[src/rtl/cbe_pkg.sv]
package cbe_pkg;
  typedef enum logic [1:0] {
    ST_IDLE = 2'd0,
    ST_LEAD = 2'd1,
    ST_ACT  = 2'd2,
    ST_TAIL = 2'd3
  } slot_st_e;
endpackage

[src/rtl/cbe_slot.sv]
module cbe_slot #(
  parameter int CNT_W = 4
) (
  input  logic             clk,
  input  logic             rst,
  input  logic             req_i,
  input  logic             term_i,
  input  logic [CNT_W-1:0] lead_i,
  input  logic [CNT_W-1:0] trail_i,
  output logic             cs_n_o,
  output logic             win_o,
  output logic             cs_nxt_o,
  output logic             win_nxt_o
);
  import cbe_pkg::*;

  slot_st_e         st_q, st_d;
  logic [CNT_W-1:0] cnt_q, cnt_d;
  logic             blk_q, blk_d;
  logic             cs_n_q, win_q;
  logic             cs_d, win_d;
  logic             start, stop;

  assign start = req_i && !blk_q;
  assign stop  = !req_i || term_i;

  always_comb begin
    st_d  = st_q;
    cnt_d = cnt_q;
    blk_d = blk_q;
    cs_d  = !cs_n_q;
    win_d = win_q;
    case (st_q)
      ST_IDLE, ST_TAIL: begin
        if (start) begin
          win_d = 1'b1;
          if (lead_i == '0) begin
            cs_d = 1'b1;
            st_d = ST_ACT;
          end else begin
            cnt_d = lead_i;
            st_d  = ST_LEAD;
          end
        end else if (st_q == ST_TAIL) begin
          if (cnt_q == CNT_W'(1)) begin
            win_d = 1'b0;
            st_d  = ST_IDLE;
          end else begin
            cnt_d = cnt_q - CNT_W'(1);
          end
        end
      end
      ST_LEAD, ST_ACT: begin
        if (stop) begin
          cs_d = 1'b0;
          if (req_i && term_i) blk_d = 1'b1;
          if (trail_i == '0) begin
            win_d = 1'b0;
            st_d  = ST_IDLE;
          end else begin
            cnt_d = trail_i;
            st_d  = ST_TAIL;
          end
        end else if (st_q == ST_LEAD) begin
          if (cnt_q == CNT_W'(1)) begin
            cs_d = 1'b1;
            st_d = ST_ACT;
          end else begin
            cnt_d = cnt_q - CNT_W'(1);
          end
        end
      end
      default: st_d = ST_IDLE;
    endcase
    if (!req_i) blk_d = 1'b0;
  end

  always_ff @(posedge clk) begin
    if (rst) begin
      st_q   <= ST_IDLE;
      cnt_q  <= '0;
      blk_q  <= 1'b0;
      cs_n_q <= 1'b1;
      win_q  <= 1'b0;
    end else begin
      st_q   <= st_d;
      cnt_q  <= cnt_d;
      blk_q  <= blk_d;
      cs_n_q <= !cs_d;
      win_q  <= win_d;
    end
  end

  assign cs_n_o    = cs_n_q;
  assign win_o     = win_q;
  assign cs_nxt_o  = cs_d;
  assign win_nxt_o = win_d;

  // an active pin always lies inside its window
  p_cs_in_win_r3: assert property (@(posedge clk) disable iff (rst)
    !cs_n_q |-> win_q);

  // nonzero lead means the window was already open when the pin falls
  p_lead_r3: assert property (@(posedge clk) disable iff (rst)
    ($fell(cs_n_q) && ($past(lead_i) != '0)) |-> $past(win_q));

  // nonzero trail keeps the window open at the rising edge of the pin
  p_trail_r5: assert property (@(posedge clk) disable iff (rst)
    ($rose(cs_n_q) && ($past(trail_i) != '0)) |-> win_q);

  // a stop condition always releases the pin on the next edge
  p_stop_r4: assert property (@(posedge clk) disable iff (rst)
    (!cs_n_q && stop) |=> cs_n_q);

  // the trail counter never sits at zero while counting
  p_tail_cnt_r5: assert property (@(posedge clk) disable iff (rst)
    (st_q == ST_TAIL) |-> (cnt_q != '0));
endmodule

[src/rtl/cbe_bufen.sv]
module cbe_bufen #(
  parameter int NUM_PIN = 4
) (
  input  logic               clk,
  input  logic               rst,
  input  logic [NUM_PIN-1:0] win_nxt_i,
  input  logic               cs0_nxt_i,
  input  logic [1:0]         be1_route_i,
  input  logic [1:0]         be2_route_i,
  output logic               be1_n_o,
  output logic               be2_n_o
);
  logic [1:0] extra1, extra2;
  logic       be1_d, be2_d;

  for (genvar k = 0; k < 2; k++) begin : g_route
    assign extra1[k] = be1_route_i[k] && win_nxt_i[k+1];
    assign extra2[k] = be2_route_i[k] && win_nxt_i[k+1];
  end

  assign be1_d = win_nxt_i[0] || (|extra1);
  assign be2_d = (|extra2) && !cs0_nxt_i;

  always_ff @(posedge clk) begin
    if (rst) begin
      be1_n_o <= 1'b1;
      be2_n_o <= 1'b1;
    end else begin
      be1_n_o <= !be1_d;
      be2_n_o <= !be2_d;
    end
  end
endmodule

[src/rtl/cbe_seq.sv]
module cbe_seq #(
  parameter int NUM_PIN = 4,
  parameter int CNT_W   = 4,
  localparam int NUM_SEL = NUM_PIN + 1,
  localparam int ALT_SEL = NUM_PIN
) (
  input  logic                     clk,
  input  logic                     rst,
  input  logic [NUM_SEL-1:0]       req_i,
  input  logic                     term_i,
  input  logic                     boot_remap_i,
  input  logic [NUM_SEL*CNT_W-1:0] lead_cfg_i,
  input  logic [NUM_SEL*CNT_W-1:0] trail_cfg_i,
  input  logic [1:0]               be1_route_i,
  input  logic [1:0]               be2_route_i,
  output logic [NUM_PIN-1:0]       cs_n_o,
  output logic                     be1_n_o,
  output logic                     be2_n_o
);
  logic [NUM_PIN-1:0] win_q, win_nxt, cs_nxt;

  for (genvar p = 0; p < NUM_PIN; p++) begin : g_pin
    logic             p_req;
    logic [CNT_W-1:0] p_lead, p_trail;
    if (p == 0) begin : g_shared
      assign p_req   = boot_remap_i ? req_i[ALT_SEL] : req_i[0];
      assign p_lead  = boot_remap_i ? lead_cfg_i[ALT_SEL*CNT_W +: CNT_W]
                                    : lead_cfg_i[0 +: CNT_W];
      assign p_trail = boot_remap_i ? trail_cfg_i[ALT_SEL*CNT_W +: CNT_W]
                                    : trail_cfg_i[0 +: CNT_W];
    end else begin : g_plain
      assign p_req   = req_i[p];
      assign p_lead  = lead_cfg_i[p*CNT_W +: CNT_W];
      assign p_trail = trail_cfg_i[p*CNT_W +: CNT_W];
    end
    cbe_slot #(.CNT_W(CNT_W)) u_slot (
      .clk       (clk),
      .rst       (rst),
      .req_i     (p_req),
      .term_i    (term_i),
      .lead_i    (p_lead),
      .trail_i   (p_trail),
      .cs_n_o    (cs_n_o[p]),
      .win_o     (win_q[p]),
      .cs_nxt_o  (cs_nxt[p]),
      .win_nxt_o (win_nxt[p])
    );
  end

  cbe_bufen #(.NUM_PIN(NUM_PIN)) u_bufen (
    .clk         (clk),
    .rst         (rst),
    .win_nxt_i   (win_nxt),
    .cs0_nxt_i   (cs_nxt[0]),
    .be1_route_i (be1_route_i),
    .be2_route_i (be2_route_i),
    .be1_n_o     (be1_n_o),
    .be2_n_o     (be2_n_o)
  );

  // enable 2 never overlaps an active pin 0
  p_be2_excl_r7: assert property (@(posedge clk) disable iff (rst)
    !cs_n_o[0] |-> be2_n_o);

  // enable 1 covers the whole window of pin 0
  p_be1_cover_r7: assert property (@(posedge clk) disable iff (rst)
    win_q[0] |-> !be1_n_o);
endmodule

[config.mk]
export PLATFORM = sky130hd
export DESIGN_NAME = cbe_seq
export DESIGN_NICKNAME = d
export VERILOG_FILES = /design/src/rtl/cbe_pkg.sv /design/src/rtl/cbe_slot.sv /design/src/rtl/cbe_bufen.sv /design/src/rtl/cbe_seq.sv
export SDC_FILE = /design/constraint.sdc
export NUM_CORES = 1
export LEC_CHECK = 0
export ABC_AREA = 1
export BUFFER_PORTS_ARGS = -buffer_cell sky130_fd_sc_hd__buf_4
export CAP_MARGIN = 15
export CELL_PAD_IN_SITES_DETAIL_PLACEMENT = 0
export CELL_PAD_IN_SITES_GLOBAL_PLACEMENT = 1
export CORE_MARGIN = 5
export CORE_UTILIZATION = 38
export DETAILED_ROUTE_END_ITERATION = 10
export PLACE_DENSITY = 0.87
export REMOVE_ABC_BUFFERS = 1
export SYNTH_ARGS = -nofsm -noshare
export SYNTH_HDL_FRONTEND = slang
export SYNTH_SLANG_ARGS = --single-unit
export TNS_END_PERCENT = 50
[constraint.sdc]
create_clock -name clk -period 2.72 [get_ports clk]
set_clock_uncertainty 0.2 [all_clocks]
set_input_delay 0.408 -clock clk [delete_from_list [all_inputs] [get_ports clk]]
set_output_delay 0.408 -clock clk [all_outputs]
set_load 0.01 [all_outputs]
* After elaboration in Yosys (flattened, before gate mapping) *
Index checks and enable logic that the tools add are counted.
W data, S select, Z words.

word-level totals
  register bits = 37
  input port bits = 53
  output and inout bits = 6
  word-level logic and storage cells = 256

cells by class
  $add $sub $neg = 4
  eq/ne operators = 40
  multiplexer cells = 113
  bitwise operators = 4
  reductions and logical operators = 74

operators by type and width
  kind                   count
  $mux W4                30
  $mux W2                32
  $ne A3 B1 Y1 const B   16
  $mux W1                36
  $logic_not A4 Y1       8
  $pmux W4 S2            4
  $reduce_and A4 Y1      8
  $reduce_or A2 Y1       14
  $ne A3 B3 Y1 const B   8
  $logic_not A1 Y1       18
  $eq A2 B2 Y1 const B   8
  $eq A4 B1 Y1 const B   4
  $pmux W2 S2            4
  $sub A4 B1 Y4 const B  4
  $pmux W1 S2            7
  $logic_and A1 B1 Y1    13
  $reduce_and A3 Y1      4
  $eq A2 B1 Y1 const B   4
  $logic_not A2 Y1       4
  $logic_or A1 B1 Y1     5
  $not A1 Y1             4

* Logic depth before layout (Yosys ltp) *
  depth in word-level cells = 9
  mapped depth = 12
  gate-level depth less buffers = 12

* Cells and area by module *
From an unflattened synthesis, not the netlist that was laid out.

second synthesis, totals
  cell total of the unflattened synthesis = 514
  area total of the unflattened synthesis = 3,011.6 sq um

modules (own cells, without submodules)
  module     times used  cells each  area an instance (sq um)  sequential area each (sq um)
  cbe_slot   4           118         703.2                     180.2
  cbe_seq    1           29          116.4                     0.0
  cbe_bufen  1           13          82.6                      40.0

* Least setup slack after synthesis *
No wires, ideal clock.

  path kind = register -> register
  start = reg g_pin[1].u_slot.st_q[0]
  end = reg g_pin[1].u_slot.st_q[1]
  library setup time = 0.129 ns
  arrival = 1.573 ns
  required time = 2.391 ns
  slack = 0.818 ns
  stages on the path, launching flop included = 12
  path buffers = 0
  period minus slack after synthesis = 1.902 ns
  path through = dfxtp_1 inv_1 ha_1 inv_1 nand2_1 nand2_2 nor2_1 inv_1 nand2_1 a21oi_1 a21oi_1 nor2_1

between the ends
  word-level cells in the longest chain between the ends = 4
  elaborated cells between the ends (all ways) = 12
  classes of those cells = eq/ne (7); mux (1); reduce/logical (4)

RTL lines
  what                                        RTL line        source
  start: declaration                          cbe_slot.sv:17  slot_st_e st_q, st_d;
  start signal: assignment                    cbe_slot.sv:86  st_q <= st_d;
  $eq A2 B2 Y1, or another cell as far along  cbe_slot.sv:33  case (st_q)
  $reduce_or A2 Y1                            cbe_slot.sv:33
  $ne A3 B1 Y1 (no source line)               n/a
  $reduce_and A4 Y1 (no source line)          n/a

Parallel ways exist; a longest one is shown, timed or not.
A chain may end at the register's enable or synchronous reset.

* Final worst setup path *
  start = reg g_pin[1].u_slot.st_q[0]
  end = reg g_pin[1].u_slot.st_q[0]

The elaborated chain is that of the path after synthesis.

==> summary.txt <==
Run status
  • Status: completed

Setup path
  • CP Launch Type: flip-flop
  • RR Startpoint: g_pin[1].u_slot.st_q[0]
  • Crit path max fanout: 7
  • Crit path DAT: 2130 ps
  • Crit path kind: reg -> reg
  • Crit. Startpoint: g_pin[1].u_slot.st_q[0]
  • Critical Path RT: 2700 ps
  • Worst setup EP type: flip-flop

Pwr
  • Clock power share: 11.7%
  • Peak VDD IR: about 0.38 mV
  • Leak pwr: 1.83 nW
  • Switching share of power: 48.4%
  • Power Internal: 0.00173 W
  • Comb power frac: 62.1%
  • Net Sw Power: 0.00162 W
  • Sequential power share: 26.3%
  • Cell Pwr Density: 938 nW/µm²

Yosys
  • Sequential fraction of the synthesis area: 24.8%
  • Cell Area, Synth: 2980 µm²
  • Synth warnings: 0
  • Synth area leaders: dfxtp_1 (25%), nand2_1 (14%), inv_1 (10%)
  • Synth Area per Inst: 6.15 µm²
  • Cell variety after synth: 35
  • Yosys reg bits: 37
  • Post-Syn Instances: slightly below 500
  • Synth area leader: dfxtp_1
  • Share of Yosys cell area claimed by the top area cell type: between 20% and 30%

Floorplan
  • Die H: 98.6 µm
  • Die W: ~99 µm
  • Initial Util: 38.8%
  • FP Rows: 32
  • Die area: 9720 µm²
  • Core area: about 7700 µm²
  • I/O pin cnt: 59

STA
  • Fin crit period: 2160 ps
  • Fin crit share: 79.4%
  • Sum Neg Setup Slack: 0 ps
  • Setup violators final: 0
  • Final Max Tran Viols: 0
  • Hold slack: a little under 90 ps
  • Max Clk Rate: 463 MHz
  • RSZ-0062 raised after global routing: false
  • Final Hold Viols: 0
  • Relative slew slack: 54.9%
  • Slew of the pin with the lowest slew margin: 676 ps

Cells and area
  • Final nets: 616
  • Filler Cell Count: 823
  • Ratio of cells with drive above 1 in the final layout: between 10% and 20%
  • Inserted Diodes: 0
  • Commonest non-fill, non-tap cell in the layout: nand2_1
  • Area delta synth->final: 19.6%
  • Most frequent cells in the layout: nand2_1 (109), inv_1 (82), buf_4 (58)

Routing
  • Via count: 3072
  • # DRC: 0
  • Post-Route WL: approximately 7400 µm
  • Post-route ant nets: 0
  • Vias/cell: 4.79
  • Per-cell routed wire length: 11.5 µm
  • Initial drt markers: between 100 and 150
  • DRT Pass-1 Iters: 4

Clocking
  • CTS H-tree lvls: 2
  • CTS tree: yes
  • Post-CTS Hold Buffers: 0
  • Num CTS Buffers: 5
  • Clock slew at reported path FFs: 70 ps
  • Clock Path Buffers: 2
  • Worst-Skew Late Latency: 290 ps
  • Clk root buf: clkbuf_8
  • Post-CTS Setup Inserts: 0
  • Post-CTS Resized: 0
  • CTS Sinks: 37

Global route
  • GR Overflow Total: 0
  • Vias in the first global route: 2945
  • Largest net degree at the start of global routing: 21
  • First-pass GRT wire length: 12700 µm
  • Initial antenna violation count: 0
  • Total GRT Usage: 15.3%

Worst hold path
  • Worst hold start: be1_route_i[0]
  • Worst hold path type: in -> reg

Job
  • Max_cap viols: 0

Placement
  • Placer Congestion: 0.919
  • IO buf count: just under 60
  • HPWL Detailed: 5980 µm
[path summary, 6_finish.rpt]
path	end	cells after the start	slack [ps]
worst max-delay path	g_pin[1].u_slot.st_q[0]	11	560
worst min-delay path	u_bufen.be1_n_o	2	90
worst max register to register	g_pin[1].u_slot.st_q[0]	11	560
worst min register to register	g_pin[2].u_slot.cnt_q[1]	2	260
[flip-flops by register name, indices dropped and copies added, names as in the netlist, named ones only]
register / cells
g_pin.u_slot.win_o: 3
g_pin.u_slot.cs_n_o: 1
g_pin.u_slot.cnt_q: 16
u_bufen.be2_n_o: 1
g_pin.u_slot.blk_q: 4
g_pin.u_slot.st_q: 8
u_bufen.be1_n_o: 1
[through the flow]
| step | area [µm²] | instances | util [%] | setup slack, ps | total power (W) |
|---|---|---|---|---|---|
| floorplan | 2920 | 475 | - | 824 | 0.00246 |
| global placement | 3480 | 635 | 45.3 | 665 | 0.00294 |
| detailed placement | 3480 | 635 | 45.3 | 582 | 0.00295 |
| CTS | 3570 | 642 | 46.4 | 565 | 0.00336 |
| global route | 3570 | 642 | 46.4 | 329 | 0.00373 |
| finish | 3570 | 642 | 46.4 | 561 | 0.00335 |
[logic make-up (layout without fill, tap and decap cells)]
logic type	count (synthesis)	in the layout	share of synthesized area [%]
XOR/XNOR	4	4	1.17
AND/OR/NAND/NOR	247	247	36.7
adder cells (fa/ha/maj)	23	23	9.64
flip-flops	37	37	24.8
AO/OA/AOI/OAI	77	77	14.5
buffers and inverters	97	152	13.1
[critical path: stages, from the launching register on]
cell and delay, ps:
dfxtp_1 390, inv_1 80, ha_1 410, inv_1 80, nand2_1 190, nand2_2 100
nor2_1 180, inv_1 60, nand2_1 120, inv_1 50, o21ai_1 120, nor2_1 70
[power by group through the flow]
stage / combinational (W) / sequential, W / clock [W]
floorplan: 0.00160 / 0.000865 / 0
global route: 0.00240 / 0.000905 / 0.000426
CTS: 0.00208 / 0.000880 / 0.000407
finish: 0.00208 / 0.000879 / 0.000391
detailed placement: 0.00206 / 0.000891 / 0
global placement: 0.00205 / 0.000885 / 0
[cell usage after synthesis]
master / number
buf_2: 1
nor2_1: 55
or2_2: 4
a31oi_1: 2
nand4_1: 3
or2_1: 1
nor3_2: 1
nor2_4: 2
nor2_2: 3
o21bai_1: 1
buf_4: 5
nand2_4: 1
o21ai_1: 4
dfxtp_1: 37
a21oi_2: 1
o221ai_1: 1
xnor2_1: 1
nand3_2: 1
ha_1: 23
nand2_1: 109
buf_6: 1
o21a_1: 1
a32o_1: 1
a21oi_1: 29
o211ai_1: 5
clkbuf_1: 3
o22ai_1: 9
o21ai_0: 21
inv_2: 5
nor3_1: 7
inv_1: 82
xor2_1: 3
nand3_1: 43
a211oi_1: 2
nand2_2: 17
[final cells by class]
class                   instances  area [µm²]  share of cell area [%]
inverters                      87         327                    9.15
multi-input cells             351        1850                    51.9
repair buffers                 58         435                    12.2
well taps                     102         128                    3.58
clock buffers                   7        86.3                    2.42
flip-flops and latches         37         741                    20.8
[layer usage]
metal	global-route usage (%)	up-vias	wire length [µm]
met4	4.62	0	78
met3	3.26	8	271
met2	25.9	57	3580
li1	-	1639	-
met1	19.5	1368	3470
met5	0	-	0
(Power assumes the default switching activity.)
